===== src/rtl/uart_rx_gated.sv =====
module uart_rx_gated #(
  parameter int CW = 5
) (
  input  logic          clk,
  input  logic          rst_n,
  input  logic          rx_en,
  input  logic          rx_in,
  input  logic          baud_tick,
  input  logic [CW-1:0] div_val,
  input  logic          len7,
  input  logic [1:0]    par_mode,
  input  logic          buf_read,
  output logic [7:0]    rx_data,
  output logic          rx_done,
  output logic          rx_err,
  output logic          err_par,
  output logic          err_frm,
  output logic          err_ovr
);
  typedef enum logic [2:0] {IDLE, START, DATA, PAR, STOP} st_t;

  st_t           st;
  logic          s1, s2, full, pbit;
  logic [CW-1:0] cnt;
  logic [2:0]    bidx;
  logic [7:0]    sh;

  wire [CW-1:0] tgt    = (st == START) ? (div_val >> 1) : div_val;
  wire          hit    = baud_tick && (cnt == tgt - 1'b1);
  wire          par_on = ^par_mode;
  wire [7:0]    word   = len7 ? {1'b0, sh[7:1]} : sh;
  wire          pe     = par_on && ((^word ^ pbit) != par_mode[1]);
  wire [2:0]    last   = len7 ? 3'd6 : 3'd7;

  always_ff @(posedge clk or negedge rst_n) begin
    if (!rst_n) begin
      st <= IDLE; s1 <= 1'b1; s2 <= 1'b1; full <= 1'b0; pbit <= 1'b0;
      cnt <= '0; bidx <= '0; sh <= '0; rx_data <= '0;
      rx_done <= 1'b0; rx_err <= 1'b0;
      err_par <= 1'b0; err_frm <= 1'b0; err_ovr <= 1'b0;
    end else begin
      rx_done <= 1'b0;
      rx_err  <= 1'b0;
      s1 <= rx_in;
      s2 <= s1;
      if (buf_read) full <= 1'b0;
      if (!rx_en) begin
        st <= IDLE;
      end else if (st == IDLE) begin
        if (!s2) begin
          st  <= START;
          cnt <= '0;
        end
      end else if (baud_tick) begin
        if (!hit) begin
          cnt <= cnt + 1'b1;
        end else begin
          cnt <= '0;
          case (st)
            START: begin
              st   <= s2 ? IDLE : DATA;
              bidx <= '0;
            end
            DATA: begin
              sh   <= {s2, sh[7:1]};
              bidx <= bidx + 1'b1;
              if (bidx == last) st <= par_on ? PAR : STOP;
            end
            PAR: begin
              pbit <= s2;
              st   <= STOP;
            end
            default: begin
              st      <= IDLE;
              rx_data <= word;
              err_par <= pe;
              err_frm <= !s2;
              err_ovr <= full;
              full    <= 1'b1;
              if (pe || !s2 || full) rx_err <= 1'b1;
              else rx_done <= 1'b1;
            end
          endcase
        end
      end
    end
  end

  assert_done_one_cycle_R6: assert property (@(posedge clk) disable iff (!rst_n)
    rx_done |=> !rx_done);
  assert_pulses_exclusive_R9: assert property (@(posedge clk) disable iff (!rst_n)
    !(rx_done && rx_err));
  assert_no_pulse_after_disable_R10: assert property (@(posedge clk) disable iff (!rst_n)
    !$past(rx_en) |-> (!rx_done && !rx_err));
  assert_buffer_moves_with_pulse_R6: assert property (@(posedge clk) disable iff (!rst_n)
    !$stable(rx_data) |-> (rx_done || rx_err));
  assert_msb_zero_short_R4: assert property (@(posedge clk) disable iff (!rst_n)
    ((rx_done || rx_err) && $past(len7)) |-> !rx_data[7]);
  assert_err_has_flag_R9: assert property (@(posedge clk) disable iff (!rst_n)
    rx_err |-> (err_par || err_frm || err_ovr));
  assert_done_clears_flags_R9: assert property (@(posedge clk) disable iff (!rst_n)
    rx_done |-> !(err_par || err_frm || err_ovr));
endmodule


===== config.mk =====
export PLATFORM = sky130hd
export DESIGN_NAME = uart_rx_gated
export DESIGN_NICKNAME = d
export VERILOG_FILES = /design/src/rtl/uart_rx_gated.sv
export SDC_FILE = /design/constraint.sdc
export NUM_CORES = 1
export LEC_CHECK = 0
export ABC_AREA = 1
export BUFFER_PORTS_ARGS = -buffer_cell sky130_fd_sc_hd__buf_4
export CAP_MARGIN = 5
export CORE_ASPECT_RATIO = 1.2
export CORE_MARGIN = 3
export CORE_UTILIZATION = 26
export DETAILED_ROUTE_END_ITERATION = 10
export HOLD_SLACK_MARGIN = 0.05
export MAX_ROUTING_LAYER = met4
export PLACE_DENSITY = 0.48
export RECOVER_POWER = 25
export SLEW_MARGIN = 20
export SYNTH_ARGS = -nofsm -noshare
export SYNTH_HDL_FRONTEND = slang
export SYNTH_SLANG_ARGS = --single-unit

===== constraint.sdc =====
create_clock -name clk -period 5.8 [get_ports clk]
set_clock_uncertainty 0.05 [all_clocks]
set_input_delay 0.87 -clock clk [delete_from_list [all_inputs] [get_ports clk]]
set_output_delay 0.87 -clock clk [all_outputs]
set_load 0.02 [all_outputs]

==> flow_metrics.py <==
metrics = {
    "place": {
        "place_congestion": 0.782,
        "dp.cells": 401,
        "dpl-instance-area_um2": 2410,
        "pre_cts_slack_ns": 2.97,
        "place_hpwl_um": 3610,
        "io_buffers": 26,
    },
    "worst_setup_path": {
        "reg2reg_to": "bidx[0]",
        "rr_worst_depth": 13,
        "arrival_ns": 2.89,
        "cp_data_required_time_ns": 5.95,
        "rrSetupSlack_ns": 3.06,
        "crit_fanout": 11,
        "start_kind": "flip-flop",
        "r2r-start": "st[2]",
        "critPathKind": "reg -> reg",
        "critPathCaptureType": "flip-flop",
    },
    "global_route": {
        "antenna_found_initial": 0,
        "grt_overflow": 0,
        "grt_max_degree": 37,
        "grt_pass1_vias": 1900,
        "grt_usage_pct": 11.6,
        "grt_pass1_wl_um": 8570,
    },
    "clock_network": {
        "cts_resized": 0,
        "cts_made_buffers": 5,
        "postCtsSetupBuffers": 0,
        "hold_buffers": 0,
        "insertion_delay_ns": 0.29,
        "clock_path_buffers": 2,
        "root_buffer": "clkbuf_8",
        "htree_num_levels": 2,
        "clock-sinks": 36,
        "clk_pin_slew_ns": 0.08,
        "cts_tree": "yes",
    },
    "sta": {
        "fin_setup_tns_ns": 0,
        "min_period_over_period_pct": 47.3,
        "slew_violations": 37,
        "maxSlewHeadroom_pct": -29.0,
        "whs_ns": 0.306,
        "hold_viol_final": 0,
        "rsz0062_at_grt": "no",
        "fmax_mhz": 365,
        "tightest_slew_ns": 1.93,
        "layout_setup_ws_ns": 3.06,
        "min_period_ns": 2.74,
        "final-setup-viol-count": 0,
    },
    "pwr": {
        "ir_worst_vdd_uv": 94.4,
        "power_frac_comb_pct": 31.1,
        "swShare_pct": 37.4,
        "switching_power_uw": 268,
        "p_int_uw": 448,
        "p_leak_nw": 1.30,
        "powerDensity_nw_per_um2": 285,
        "seqPwrFrac_pct": 41.2,
        "p_clk_share_pct": 27.7,
        "finalPower_uw": 716,
    },
    "logic_synthesis": {
        "avgSynthCellArea_um2": 7.42,
        "async_flop_share_pct": 100,
        "syn_area_um2": 2150,
        "synth_edf_count": 0,
        "yosys_warnings": 0,
        "syn_nets": 305,
        "synthDistinctLibCells": 31,
        "ys_seq_area_share_pct": 42.1,
        "synth_cells": 289,
        "ys_ff_latch": 36,
        "ys.flop_type": "dfrtp_1",
    },
    "layout": {
        "n_antenna_cell": 0,
        "layout_commonest_cell": "nand2_1",
        "syn2layout_area_growth_pct": 16.9,
        "fin_util_pct": 32.0,
        "fin_cells": 409,
        "drive_above_1_share_pct": 17.4,
        "final_cell_mix": "102 x nand2_1, 38 x nand3_1, 34 x dfrtp_1, 32 x inv_1, 24 x buf_4",
        "layout.nets": 332,
        "stdcell_area_um2": 2510,
    },
    "detailed_routing": {
        "first_pass_iters": 4,
        "drt-initial-drc-count": 57,
        "final_antenna_net_count": 0,
        "vias": 1840,
        "routed_wl_um": 4780,
        "drc_errors": 0,
        "wl_per_cell_um": 11.7,
        "vias_per_cell": 4.50,
    },
    "floorplan": {
        "placementRows": 35,
        "die_y_um": 106,
        "start_util_pct": 27.4,
        "dieArea_um2": 9380,
        "pin_count": 27,
        "core_area_um2": 7840,
        "die_x_um": 88.9,
    },
    "worst_hold_path": {
        "min_path_type": "reg -> reg",
        "min_to": "s2",
        "holdPathStages": 0,
        "worstHoldStart": "s1",
    },
    "run_status": {
        "outcome": "complete, but fails checks",
        "violations": "capacitance limit, slew limit",
    },
    "flow_run": {
        "max-cap-violations": 1,
    },
}
## logic make-up (layout without fill, tap and decap cells)
family | Yosys count | in the layout | share of synthesized area, %
xor gates and xnor gates | 11 | 11 | 4.49
DFF | 36 | 36 | 42.1
AOI/OAI and AO/OA | 28 | 28 | 7.41
and+or+nand+nor | 172 | 172 | 36.7
adders and majority gates | 2 | 2 | 1.17
buffers and inverters | 40 | 68 | 8.16
## metal layers
layer  GRT usage, %  vias up  wire (um)
li1               -      965          -
met1           14.5      845       2200
met2           18.6       24       2370
met3           2.35        6        153
met4           3.62        0         55
met5              -        -          0
## how the worst max path moves through the flow
| stage | start | endpoint | depth (start not counted) |
|---|---|---|---|
| 3_5_place_dp | div_val[1] | bidx[0] | 12 |
| 2_1_floorplan | len7 | rx_err | 12 |
| 6_report | st[2] | bidx[0] | 13 |
| 3_3_place_gp | div_val[2] | bidx[0] | 12 |
| 5_1_grt | st[2] | bidx[2] | 13 |
| 4_1_cts | st[2] | bidx[0] | 13 |
## final cells by class
class	instances	area, um^2
fillers	835	5330
repair buffers	26	191
multi-input cells	213	1070
clock buffers	8	100
well taps	92	115
flip-flops and latches	36	903
inverters	34	131
## worst max-delay path, cell delays in order, from the launching register on
cell,delay (ns)
dfrtp_1,0.44
nor2_4,0.26
nand2_2,0.24
nand2_2,0.12
nand2_2,0.06
nor2_1,0.21
nand2_1,0.12
nand2_1,0.07
nand2_1,0.07
clkinv_2,0.07
nand3_4,0.11
nor2_2,0.37
nand2_2,0.23
o21ai_0,0.24
## power groups by stage
stage	registers (mW)	logic (mW)	clock network, mW
CTS	0.295	0.228	0.207
finish	0.295	0.223	0.198
detailed placement	0.300	0.227	0
global route	0.298	0.260	0.217
global placement	0.300	0.226	0
floorplan	0.290	0.184	0
## Yosys cell counts, types with 3 or more instances
library cell	count	area share [%]
a21oi_1	3	0.70
dfrtp_1	34	40
inv_1	32	5.6
nand2_1	102	18
nand2_2	9	2.6
nand3_1	38	8.9
nor2_1	11	1.9
nor2_2	3	0.87
o21ai_0	16	3.7
o22ai_1	3	0.87
xnor2_1	6	2.4
xor2_1	5	2.0
## state kept, by name (all words and copies together) (netlist names)
| signal | count |
|---|---|
| rx_data | 8 |
| pbit | 1 |
| err_frm | 1 |
| full | 1 |
| s1 | 1 |
| sh | 8 |
| cnt | 5 |
| st | 3 |
| err_ovr | 1 |
| bidx | 3 |
| rx_done | 1 |
| s2 | 1 |
| err_par | 1 |
| rx_err | 1 |
(Power assumes the default switching activity.)
